$ cat src/rtl/csr_pkg.sv
package csr_pkg;

   // Sticky field flavours, chosen per instance by a parameter
   typedef enum logic [1:0] {
      STK_COR    = 2'd0,   // cleared when its word is read
      STK_W1C    = 2'd1,   // bit cleared by writing a one
      STK_DIRECT = 2'd2    // loaded with the written value
   } stk_mode_e;

   // Word offsets of the fixed registers (byte address / multiple)
   localparam int W_CTRL  = 0;
   localparam int W_STAT  = 1;
   localparam int W_COR   = 2;
   localparam int W_W1C   = 3;
   localparam int W_ST    = 4;
   localparam int W_ISTAT = 5;
   localparam int W_IMASK = 6;
   localparam int W_WLO   = 7;
   localparam int W_WHI   = 8;
   localparam int W_CMD   = 9;
   localparam int W_LAST  = W_CMD;

endpackage

$ cat src/rtl/csr_sticky.sv
module csr_sticky #(
   parameter int                  W    = 8,
   parameter csr_pkg::stk_mode_e  MODE = csr_pkg::STK_W1C
) (
   input  logic          clk,
   input  logic          rst_n,
   input  logic [W-1:0]  evt,
   input  logic          wr_hit,
   input  logic          rd_hit,
   input  logic [W-1:0]  wdata,
   output logic [W-1:0]  q
);

   logic [W-1:0] keep;
   logic         unused_sink;

   assign unused_sink = ^{wr_hit, rd_hit, wdata};

   generate
      if (MODE == csr_pkg::STK_COR) begin : g_cor
         assign keep = rd_hit ? '0 : q;
      end else if (MODE == csr_pkg::STK_W1C) begin : g_w1c
         assign keep = wr_hit ? (q & ~wdata) : q;
      end else begin : g_direct
         assign keep = wr_hit ? wdata : q;
      end
   endgenerate

   // event is ORed last so a set in a clear cycle is never lost
   always_ff @(posedge clk or negedge rst_n) begin
      if (!rst_n) q <= '0;
      else        q <= keep | evt;
   end

endmodule

$ cat src/rtl/csr_wide_split.sv
module csr_wide_split #(
   parameter int DATA_W = 32,
   parameter int WIDE_W = 48
) (
   input  logic              clk,
   input  logic              rst_n,
   input  logic              wr_lo,
   input  logic              wr_hi,
   input  logic              rd_lo,
   input  logic [DATA_W-1:0] wdata,
   output logic [WIDE_W-1:0] wide_q,
   output logic [DATA_W-1:0] lo_rd,
   output logic [DATA_W-1:0] hi_rd
);

   localparam int HI_W = WIDE_W - DATA_W;

   logic [HI_W-1:0] shadow_q;

   // upper part owns the full-width storage; each address loads its slice
   always_ff @(posedge clk or negedge rst_n) begin
      if (!rst_n) begin
         wide_q <= '0;
      end else begin
         if (wr_lo) wide_q[DATA_W-1:0]      <= wdata;
         if (wr_hi) wide_q[WIDE_W-1:DATA_W] <= wdata[HI_W-1:0];
      end
   end

   // read action on the low word freezes the upper slice for a later read
   always_ff @(posedge clk or negedge rst_n) begin
      if (!rst_n)     shadow_q <= '0;
      else if (rd_lo) shadow_q <= wide_q[WIDE_W-1:DATA_W];
   end

   assign lo_rd = wide_q[DATA_W-1:0];
   assign hi_rd = DATA_W'(shadow_q);

endmodule

$ cat src/rtl/csr_rpt_group.sv
module csr_rpt_group #(
   parameter int DATA_W   = 32,
   parameter int IDX_W    = 6,
   parameter int N        = 4,
   parameter int CFG_W    = 8,
   parameter int BASE_W   = 16,
   parameter int STRIDE_W = 2
) (
   input  logic               clk,
   input  logic               rst_n,
   input  logic               wr,
   input  logic [IDX_W-1:0]   idx,
   input  logic [DATA_W-1:0]  wdata,
   input  logic [N-1:0]       busy,
   output logic [N*CFG_W-1:0] cfg,
   output logic [N-1:0]       en,
   output logic               hit,
   output logic [DATA_W-1:0]  rd_data
);

   logic [DATA_W-1:0] part [N];
   logic [N-1:0]      hitv;
   logic              unused_sink;

   assign unused_sink = ^wdata[DATA_W-1:CFG_W+1];

   generate
      for (genvar gi = 0; gi < N; gi++) begin : g_ch
         localparam logic [IDX_W-1:0] CW = IDX_W'(BASE_W + gi * STRIDE_W);
         localparam logic [IDX_W-1:0] SW = IDX_W'(BASE_W + gi * STRIDE_W + 1);

         always_ff @(posedge clk or negedge rst_n) begin
            if (!rst_n) begin
               cfg[gi*CFG_W +: CFG_W] <= '0;
               en[gi]                 <= 1'b0;
            end else if (wr && idx == CW) begin
               cfg[gi*CFG_W +: CFG_W] <= wdata[CFG_W-1:0];
               en[gi]                 <= wdata[CFG_W];
            end
         end

         always_comb begin
            part[gi] = '0;
            if (idx == CW)      part[gi] = DATA_W'({en[gi], cfg[gi*CFG_W +: CFG_W]});
            else if (idx == SW) part[gi] = DATA_W'(busy[gi]);
         end

         assign hitv[gi] = (idx == CW) || (idx == SW);
      end
   endgenerate

   always_comb begin
      rd_data = '0;
      for (int i = 0; i < N; i++) rd_data |= part[i];
   end

   assign hit = |hitv;

endmodule

$ cat src/rtl/csr_bank.sv
module csr_bank #(
   parameter int              ADDR_W     = 8,
   parameter int              DATA_W     = 32,
   parameter int              ADDR_MULT  = 4,
   parameter int              CTRL_W     = 16,
   parameter logic [15:0]     CTRL_RST   = 16'h00A5,
   parameter int              STAT_W     = 16,
   parameter int              EVT_W      = 8,
   parameter int              WIDE_W     = 48,
   parameter int              CMD_W      = 8,
   parameter int              RPT_N      = 4,
   parameter int              CFG_W      = 8,
   parameter int              RPT_BASE   = 'h40,
   parameter int              RPT_STRIDE = 8
) (
   input  logic                   clk,
   input  logic                   rst_n,
   input  logic [ADDR_W-1:0]      bus_addr,
   input  logic                   bus_wr,
   input  logic [DATA_W-1:0]      bus_wdata,
   input  logic                   bus_rd,
   output logic [DATA_W-1:0]      bus_rdata,
   output logic [CTRL_W-1:0]      ctrl_q,
   input  logic [STAT_W-1:0]      stat_in,
   input  logic [EVT_W-1:0]       evt_cor_in,
   input  logic [EVT_W-1:0]       evt_w1c_in,
   input  logic [EVT_W-1:0]       evt_st_in,
   input  logic [EVT_W-1:0]       irq_src,
   output logic                   irq,
   output logic [WIDE_W-1:0]      wide_q,
   output logic [CMD_W-1:0]       cmd_q,
   output logic                   cmd_go,
   output logic [RPT_N*CFG_W-1:0] chan_cfg,
   output logic [RPT_N-1:0]       chan_en,
   input  logic [RPT_N-1:0]       chan_busy
);
   import csr_pkg::*;

   localparam int AM_LSB       = $clog2(ADDR_MULT);
   localparam int IDX_W        = ADDR_W - AM_LSB;
   localparam int RPT_BASE_W   = RPT_BASE / ADDR_MULT;
   localparam int RPT_STRIDE_W = RPT_STRIDE / ADDR_MULT;
   localparam int GO_BIT       = CMD_W - 1;

   localparam logic [IDX_W-1:0] I_CTRL  = IDX_W'(W_CTRL);
   localparam logic [IDX_W-1:0] I_STAT  = IDX_W'(W_STAT);
   localparam logic [IDX_W-1:0] I_COR   = IDX_W'(W_COR);
   localparam logic [IDX_W-1:0] I_W1C   = IDX_W'(W_W1C);
   localparam logic [IDX_W-1:0] I_ST    = IDX_W'(W_ST);
   localparam logic [IDX_W-1:0] I_ISTAT = IDX_W'(W_ISTAT);
   localparam logic [IDX_W-1:0] I_IMASK = IDX_W'(W_IMASK);
   localparam logic [IDX_W-1:0] I_WLO   = IDX_W'(W_WLO);
   localparam logic [IDX_W-1:0] I_WHI   = IDX_W'(W_WHI);
   localparam logic [IDX_W-1:0] I_CMD   = IDX_W'(W_CMD);

   // elaboration-time parameter checks
   initial begin
      assert ((1 << AM_LSB) == ADDR_MULT) else $error("ADDR_MULT must be a power of two");
      assert (RPT_BASE % ADDR_MULT == 0 && RPT_STRIDE % ADDR_MULT == 0)
         else $error("repeat base and stride must be multiples of ADDR_MULT");
      assert (RPT_STRIDE_W >= 2) else $error("repeat stride must cover two words");
      assert (RPT_BASE_W > W_LAST) else $error("repeat group overlaps fixed registers");
      assert (RPT_BASE_W + RPT_N * RPT_STRIDE_W <= (1 << IDX_W)) else $error("repeat group exceeds address space");
      assert (WIDE_W > DATA_W && WIDE_W <= 2 * DATA_W) else $error("wide field must span exactly two words");
      assert (CTRL_W <= 16 && STAT_W <= DATA_W && EVT_W <= DATA_W && CMD_W <= DATA_W)
         else $error("field wider than its word");
      assert (CFG_W + 1 <= DATA_W) else $error("channel word too narrow");
   end

   // ---------------- address decode ----------------
   logic             aligned;
   logic [IDX_W-1:0] idx;
   logic             wr_ok, rd_ok;

   assign aligned = (int'(bus_addr) % ADDR_MULT) == 0;
   assign idx     = IDX_W'(bus_addr >> AM_LSB);
   assign wr_ok   = bus_wr & aligned;
   assign rd_ok   = bus_rd & aligned;

   // ---------------- plain read/write fields ----------------
   logic [EVT_W-1:0] imask_q;

   always_ff @(posedge clk or negedge rst_n) begin
      if (!rst_n) begin
         ctrl_q  <= CTRL_RST[CTRL_W-1:0];
         imask_q <= '0;
      end else begin
         if (wr_ok && idx == I_CTRL)  ctrl_q  <= bus_wdata[CTRL_W-1:0];
         if (wr_ok && idx == I_IMASK) imask_q <= bus_wdata[EVT_W-1:0];
      end
   end

   // ---------------- command register with post-write action ----------------
   logic             wr_cmd;
   logic [CMD_W-1:0] cmd_nxt;

   assign wr_cmd = wr_ok && idx == I_CMD;

   always_comb begin
      cmd_nxt = cmd_q;
      if (wr_cmd) cmd_nxt = bus_wdata[CMD_W-1:0];
      // action runs after the basic store and overrides it
      if (wr_cmd && bus_wdata[GO_BIT]) cmd_nxt[GO_BIT] = 1'b0;
   end

   always_ff @(posedge clk or negedge rst_n) begin
      if (!rst_n) begin
         cmd_q  <= '0;
         cmd_go <= 1'b0;
      end else begin
         cmd_q  <= cmd_nxt;
         cmd_go <= wr_cmd && bus_wdata[GO_BIT];
      end
   end

   // ---------------- sticky fields ----------------
   logic [EVT_W-1:0] cor_q, w1c_q, st_q, istat_q;

   csr_sticky #(.W(EVT_W), .MODE(STK_COR)) u_cor (
      .clk(clk), .rst_n(rst_n), .evt(evt_cor_in),
      .wr_hit(1'b0), .rd_hit(rd_ok && idx == I_COR),
      .wdata(bus_wdata[EVT_W-1:0]), .q(cor_q));

   csr_sticky #(.W(EVT_W), .MODE(STK_W1C)) u_w1c (
      .clk(clk), .rst_n(rst_n), .evt(evt_w1c_in),
      .wr_hit(wr_ok && idx == I_W1C), .rd_hit(1'b0),
      .wdata(bus_wdata[EVT_W-1:0]), .q(w1c_q));

   csr_sticky #(.W(EVT_W), .MODE(STK_DIRECT)) u_st (
      .clk(clk), .rst_n(rst_n), .evt(evt_st_in),
      .wr_hit(wr_ok && idx == I_ST), .rd_hit(1'b0),
      .wdata(bus_wdata[EVT_W-1:0]), .q(st_q));

   csr_sticky #(.W(EVT_W), .MODE(STK_W1C)) u_istat (
      .clk(clk), .rst_n(rst_n), .evt(irq_src),
      .wr_hit(wr_ok && idx == I_ISTAT), .rd_hit(1'b0),
      .wdata(bus_wdata[EVT_W-1:0]), .q(istat_q));

   // ---------------- wide split field ----------------
   logic [DATA_W-1:0] wlo_rd, whi_rd;

   csr_wide_split #(.DATA_W(DATA_W), .WIDE_W(WIDE_W)) u_wide (
      .clk(clk), .rst_n(rst_n),
      .wr_lo(wr_ok && idx == I_WLO), .wr_hi(wr_ok && idx == I_WHI),
      .rd_lo(rd_ok && idx == I_WLO), .wdata(bus_wdata),
      .wide_q(wide_q), .lo_rd(wlo_rd), .hi_rd(whi_rd));

   // ---------------- repeated channel group ----------------
   logic              grp_hit;
   logic [DATA_W-1:0] grp_rd;

   csr_rpt_group #(
      .DATA_W(DATA_W), .IDX_W(IDX_W), .N(RPT_N), .CFG_W(CFG_W),
      .BASE_W(RPT_BASE_W), .STRIDE_W(RPT_STRIDE_W)
   ) u_grp (
      .clk(clk), .rst_n(rst_n), .wr(wr_ok), .idx(idx), .wdata(bus_wdata),
      .busy(chan_busy), .cfg(chan_cfg), .en(chan_en),
      .hit(grp_hit), .rd_data(grp_rd));

   // ---------------- read mux and registered outputs ----------------
   logic [DATA_W-1:0] rd_mux;

   always_comb begin
      case (idx)
         I_CTRL:  rd_mux = DATA_W'(ctrl_q);
         I_STAT:  rd_mux = DATA_W'(stat_in);
         I_COR:   rd_mux = DATA_W'(cor_q);
         I_W1C:   rd_mux = DATA_W'(w1c_q);
         I_ST:    rd_mux = DATA_W'(st_q);
         I_ISTAT: rd_mux = DATA_W'(istat_q);
         I_IMASK: rd_mux = DATA_W'(imask_q);
         I_WLO:   rd_mux = wlo_rd;
         I_WHI:   rd_mux = whi_rd;
         I_CMD:   rd_mux = DATA_W'(cmd_q);
         default: rd_mux = grp_hit ? grp_rd : '0;
      endcase
   end

   always_ff @(posedge clk or negedge rst_n) begin
      if (!rst_n) begin
         bus_rdata <= '0;
         irq       <= 1'b0;
      end else begin
         bus_rdata <= rd_ok ? rd_mux : '0;
         irq       <= |(istat_q & imask_q);
      end
   end

endmodule

$ cat config.mk
export PLATFORM = sky130hd
export DESIGN_NAME = csr_bank
export DESIGN_NICKNAME = d
export VERILOG_FILES = /design/src/rtl/csr_pkg.sv /design/src/rtl/csr_sticky.sv /design/src/rtl/csr_wide_split.sv /design/src/rtl/csr_rpt_group.sv /design/src/rtl/csr_bank.sv
export SDC_FILE = /design/constraint.sdc
export NUM_CORES = 1
export LEC_CHECK = 0
export BUFFER_PORTS_ARGS = -buffer_cell sky130_fd_sc_hd__buf_4
export CORE_MARGIN = 8
export CORE_UTILIZATION = 25
export CTS_CLUSTER_SIZE = 25
export DETAILED_ROUTE_END_ITERATION = 8
export SETUP_SLACK_MARGIN = 0.05
export SLEW_MARGIN = 25
export SYNTH_ARGS = -nofsm -noshare
export SYNTH_HDL_FRONTEND = slang
export SYNTH_SLANG_ARGS = --single-unit
$ cat constraint.sdc
create_clock -name clk -period 4.1 [get_ports clk]
set_clock_uncertainty 0.05 [all_clocks]
set_input_delay 0.82 -clock clk [delete_from_list [all_inputs] [get_ports clk]]
set_output_delay 0.82 -clock clk [all_outputs]
set_load 0.05 [all_outputs]
==> impl_metrics.json, run 1 <==
{
  "finalCritPeriodShare_pct": 69.64,
  "hold_violations": 0,
  "place_hpwl_mm": 22.83,
  "initial_core_util_pct": 25.12,
  "antenna_found_initial": 4,
  "drv_slew": 0,
  "avgSynthCellArea_sq_um": 13.85,
  "first_iter_violations": 437,
  "p_leak_nw": 5.515,
  "cp-startpoint": "bus_addr[4]",
  "via_count": 6155,
  "end_kind": "register",
  "cp-start-kind": "primary input",
  "post-place-ws_ps": 751.1,
  "use_met2_pct": 24.10,
  "max-clock-path-buffers": 2,
  "p_int_w": 0.003074,
  "cts-resized-gates": 0,
  "viasPerCell": 4.681,
  "routabilityCongestion": 0.8566,
  "grt_pass1_vias": 6623,
  "total_power_w": 0.004331,
  "dp.cells": 1282,
  "vdd_drop_max_mv": 0.3043,
  "worstSkewPairLatency_ps": 440,
  "cp_data_arrival_time_ps": 3130,
  "setup_viol": 0,
  "ys_ff_latch": 197,
  "switching_share_pct": 29.04,
  "dieHeight_microns": 201.2,
  "grt_max_degree": 102,
  "worstPathRequired_ps": 4370,
  "cts_root_buf": "clkbuf_16",
  "path_buf_inv": 1,
  "p_clk_share_pct": 38.9,
  "areaGrowthSynthToFinish_pct": 32.57,
  "crit_family": "simple AND/OR/NAND/NOR gates",
  "path_max_fanout": 26,
  "cts_tree": "done",
  "cts_sinks": 197,
  "power_density_nw_per_um2": 381.2,
  "grt_overflow": 0,
  "cts_setup_buffers": 0,
  "die_w_microns": 201.2,
  "syn_area_sq_um": 8571,
  "critPathMaxStageDelay_ps": 720,
  "hp-class": "in -> async",
  "fillers": 3422,
  "fin_ws_ps": 1245,
  "postCtsHoldBufs": 0,
  "critPathKind": "in -> reg",
  "ys.warnings.count": 0,
  "power_frac_comb_pct": 13.8,
  "io_buffers": 236,
  "setup_tns_ps": 0,
  "drv_cap": 0,
  "seq_area_sq_um": 4935,
  "finalCriticalPeriod_ps": 2855,
  "multi_input_area_sq_um": 3395,
  "r2r-start": "u_w1c.q[6]",
  "h-tree-depth": 4,
  "cts_buffers": 17,
  "antenna_left": 0,
  "grt_busiest_layer": "met2",
  "instances_no_fill": 1315,
  "nets": 942,
  "status": "finished, final reports clean",
  "drt-pass1-iter-count": 5,
  "grtUsageMet1_pct": 18.92,
  "syn_inst": 619,
  "grt_usage_pct": 15.11,
  "grt_setup_unrepaired": "false",
  "critPathSlowestCell": "or4b_1",
  "p_seq_share_pct": 47.3,
  "crit_chain": "buf_4, or4b_1, nor2_8, and2_4, mux2_2",
  "slew_headroom_pct": 39.96,
  "synth_cell_types": 53,
  "drc": 0,
  "ioPinCount": 238,
  "use_met3_pct": 5.130,
  "worst_pin_slew_ps": 900.6,
  "drive_above_1_share_pct": 51.57,
  "clk_pin_slew_ps": 70,
  "p_sw_w": 0.001258,
  "die_area_sq_um": 40460,
  "core_sq_um": 34120,
  "fp-row-count": 68,
  "ys_seq_area_share_pct": 57.58,
  "grt_pass1_wl_mm": 45.49,
  "wl_mm": 30.86,
  "syn-num-nets": 715,
  "routedWlPerCell_microns": 23.46,
  "fmax_mhz": 350.3
}
[final cells by class]
cell class / count / share of cell area, %
flip-flops and latches: 197 / 43.43
multi-input cells: 381 / 29.88
repair buffers: 247 / 16.60
well taps: 455 / 5.010
clock buffers: 18 / 3.777
clock inverters: 14 / 1.222
inverters: 2 / 0.06607
diodes: 1 / 0.02202
[placed cells by master, fill, tap and decap left out, drive strengths merged, types with 4 or more instances in the layout]
cell type | synthesis | routed
a21o | 25 | 25
nand3b | 8 | 8
dfstp | 4 | 4
nor3b | 4 | 4
a22o | 4 | 4
mux2i | 6 | 6
mux2 | 135 | 135
o21ai | 10 | 10
clkbuf | 16 | 19
mux4 | 12 | 12
nand3 | 5 | 5
nor2b | 4 | 4
a21oi | 19 | 19
dfrtp | 193 | 193
a32o | 4 | 4
a221oi | 8 | 8
and3 | 18 | 18
inv | 2 | 10
a22oi | 24 | 24
nand2 | 48 | 48
buf | 23 | 246
nor2 | 12 | 12
nor3 | 7 | 7
[power groups by stage]
stage          registers [W]  logic, W  clock network [W]
6_report             0.00205  0.000598            0.00168
5_1_grt              0.00206  0.000631            0.00182
4_1_cts              0.00205  0.000607            0.00173
3_5_place_dp         0.00209  0.000607                  0
3_3_place_gp         0.00209  0.000602                  0
2_1_floorplan        0.00227  0.000141                  0
[registers in the layout, indices dropped and copies added (netlist names)]
register,count
u_wide.wide_q,48
bus_rdata,32
u_grp.cfg,32
ctrl_q,16
u_wide.shadow_q,16
imask_q,8
u_cor.q,8
u_istat.q,8
u_st.q,8
u_w1c.q,8
cmd_q,7
u_grp.en,4
cmd_go,1
irq,1
[per-layer routing]
layer,part of all wire [%],vias up
li1,-,2730
met1,43,3130
met2,47,248
met3,7.8,41
met4,2.3,6
met5,0.13,-
[worst paths after layout]
kind	depth (start not counted)	slack [ps]	endpoint
min in group clk	1	440	u_w1c.q[4]
max in group asynchronous	2	2820	u_wide.shadow_q[5]
worst min register to register	1	440	u_w1c.q[4]
worst max-delay path	5	1240	u_wide.shadow_q[15]
worst min-delay path	1	390	ctrl_q[14]
worst max register to register	5	2390	bus_rdata[6]
[per-stage QoR]
stage,hold slack (ps),utilization (%),cell area (sq um)
detailed placement,414.0,31.63,10790
floorplan,393.5,-,8571
global route,437.3,33.30,11360
CTS,438.4,33.30,11360
finish,387.0,33.30,11360
global placement,402.8,31.63,10790
[worst register-to-register path: stages (launching register included)]
cell and delay (ps):
dfrtp_1 380, mux2_2 290, a22oi_1 220, o22ai_1 110, a2111oi_0 460, nor2_1 70
[cell usage after synthesis, drive strengths merged]
master,n,share of area [%]
nand2,48,2.2
nor4,3,0.22
a32oi,1,0.10
a21o,25,2.2
a22oi,24,2.1
nor3b,4,0.41
or4b,1,0.12
nor3,7,0.72
dfstp,4,1.2
mux4,12,3.2
a22o,4,0.41
a21oi,19,1.1
or4,1,0.088
nand4,3,0.22
dfrtp,193,56
nor2b,4,0.29
conb,1,0.044
clkbuf,16,0.70
a31oi,3,0.22
or3b,1,0.10
and2,3,0.25
mux2i,6,0.70
a221o,3,0.35
mux2,135,19
inv,2,0.088
and3,18,1.3
a41o,1,0.12
buf,23,2.1
o21ai,10,0.58
a2111oi,1,0.10
nor4b,1,0.28
a32o,4,0.47
nor2,12,0.91
or2,1,0.073
nand3,5,0.29
a221oi,8,0.82
nand3b,8,0.70
nand2b,1,0.073
o22ai,1,0.073
a222oi,1,0.12
a311oi,1,0.10
[cells by family (layout without fill, tap and decap cells)]
group	count (synthesis)	after routing	synth area share, %
buffers and inverters	41	281	2.876
AOI/OAI and AO/OA	106	106	8.861
DFF	197	197	57.58
muxes	153	153	22.38
other	1	2	0.04375
and+or+nand+nor	121	121	8.263
Note: power is estimated with default switching activity, not from simulation.
==> run 2, diff against run 1 <==
Clock period 4.1 ns to 2.91 ns, I/O delays scaled along.
==> run 2 against run 1 <==
Against the previous run: combinational power up 43%; clock-buffer cell count increased by 2; critical path depth is the same; largest power group unchanged.
==> impl_metrics.json, run 2 (same netlist as run 1, synthesis figures left out) <==
{
  "drv_cap": 0,
  "routabilityCongestion": 0.8766,
  "largest_register_ffs": 48,
  "placed_cell_area_sq_um": 10990,
  "fp-row-count": 68,
  "routedWlPerCell_microns": 23.04,
  "fmax_mhz": 454.3,
  "status": "finished, final reports clean",
  "power_density_nw_per_um2": 526.2,
  "io_buffers": 236,
  "setup_tns_ps": 0,
  "setup_viol": 0,
  "p_int_w": 0.004358,
  "path_max_fanout": 19,
  "hp-class": "in -> async",
  "post-route-util_pct": 33.88,
  "viasPerCell": 4.667,
  "core_sq_um": 34120,
  "wl_mm": 30.92,
  "die_w_microns": 201.2,
  "finalCritPeriodShare_pct": 75.64,
  "antenna_found_initial": 4,
  "grt_pass1_wl_mm": 45.77,
  "p_sw_w": 0.001724,
  "cp-start-kind": "primary input",
  "drv_slew": 0,
  "first_iter_violations": 361,
  "via_count": 6263,
  "cts_sinks": 197,
  "final_common_cell": "buf_4",
  "initial_core_util_pct": 25.12,
  "cts_buffers": 17,
  "p_leak_nw": 5.647,
  "cp-startpoint": "bus_addr[5]",
  "regMostFlops": "u_wide.wide_q",
  "mostFrequentLayoutCells": "271 x buf_4, 193 x dfrtp_1, 117 x mux2_2, 46 x nand2_1, 25 x a21o_1",
  "post-place-ws_ps": 248.3,
  "antenna_left": 0,
  "max-clock-path-buffers": 2,
  "worstPathRequired_ps": 3180,
  "worstSkewPairLatency_ps": 440,
  "p_clk_share_pct": 38.4,
  "finalCriticalPeriod_ps": 2201,
  "grt_usage_pct": 15.18,
  "dieHeight_microns": 201.2,
  "clk_pin_slew_ps": 70,
  "fin_ws_ps": 708.8,
  "end_kind": "register",
  "power_frac_comb_pct": 14.1,
  "cts_setup_buffers": 0,
  "h-tree-depth": 4,
  "top_regs": "u_wide.wide_q (48), bus_rdata (32), u_grp.cfg (32)",
  "grt_max_degree": 58,
  "nets": 969,
  "grt_pass1_vias": 6533,
  "drive_above_1_share_pct": 52.99,
  "place_hpwl_mm": 23.50,
  "cts_root_buf": "clkbuf_16",
  "drt-pass1-iter-count": 7,
  "switching_share_pct": 28.34,
  "postCtsHoldBufs": 0,
  "critPathKind": "in -> reg",
  "critPathMaxStageDelay_ps": 770,
  "grt_setup_unrepaired": "false",
  "die_area_sq_um": 40460,
  "cts-resized-gates": 0,
  "drc": 0,
  "crit_chain": "buf_4, or4b_1, nor3_4, buf_4, mux2_2",
  "slew_headroom_pct": 60.83,
  "ioPinCount": 238,
  "fillers": 3416,
  "hold_violations": 0,
  "stdcell_area_sq_um": 11560,
  "cp_common_cell": "buf_4",
  "p_seq_share_pct": 47.6,
  "r2r-start": "u_wide.wide_q[6]",
  "critPathSlowestCell": "or4b_1",
  "areaGrowthSynthToFinish_pct": 34.88,
  "worst_pin_slew_ps": 582.2,
  "cts_tree": "done",
  "vdd_drop_max_mv": 0.4305,
  "grt_overflow": 0,
  "cp_data_arrival_time_ps": 2470
}
run 2: cell types whose count changed in the layout (fill, tap and decap cells not counted):
cell,before,now
buf_4,244,271
inv_6,6,1
clkinv_4,1,4
clkbuf_8,1,3
inv_8,2,0
clkinv_2,2,3
diode_2,1,2
run 2: cell type report:
cell class              count  area, sq um  share of cell area (%)
clock buffers              20        456.7                   3.951
flip-flops and latches    197         4935                   42.69
diodes                      2        5.005                 0.04329
multi-input cells         381         3395                   29.36
well taps                 455        569.3                   4.925
clock inverters            11        103.9                  0.8984
inverters                   2        7.507                 0.06494
repair buffers            274         2088                   18.06
run 2: through the flow:
stage / hold slack, ps / total power, W / cells
floorplan: 236.4 / 0.003393 / 619
global placement: 405.3 / 0.003808 / 1309
detailed placement: 410.7 / 0.003817 / 1309
CTS: 64.96 / 0.006174 / 1340
global route: 68.75 / 0.006324 / 1341
finish: 47.53 / 0.006082 / 1342
run 2: critical path: cells and delay by family:
kind	cells	cell delay (ps)
buf+inv	2	470
simple gates	2	1020
mux	1	380
run 2: final timing paths:
path / cells after the start / endpoint / slack [ps]
max in group asynchronous: 2 / u_wide.wide_q[8] / 1970
setup reg to reg: 6 / bus_rdata[6] / 1160
hold reg to reg: 1 / u_w1c.q[0] / 420
hold / removal: 1 / u_wide.wide_q[11] / 50
setup / recovery: 5 / u_wide.wide_q[22] / 710
min in group clk: 2 / u_w1c.q[4] / 260
run 2: per-layer routing:
layer  up-vias  track usage [%]  wire length [microns]  share of wire [%]
met5         -                0                     40               0.13
met4         6            3.653                    468                1.5
met3        30            5.339                   2350                7.6
met2       229            24.06                  14700                 48
met1      3208            19.61                  13360                 43
li1       2790                -                      -                  -
run 2: power groups by stage:
stage / logic [W] / clock network [W] / registers [W]
finish: 0.000857 / 0.00233 / 0.00289
global route: 0.000905 / 0.00252 / 0.00290
CTS: 0.000872 / 0.00241 / 0.00289
detailed placement: 0.000871 / 0 / 0.00295
global placement: 0.000863 / 0 / 0.00295
floorplan: 0.000199 / 0 / 0.00319
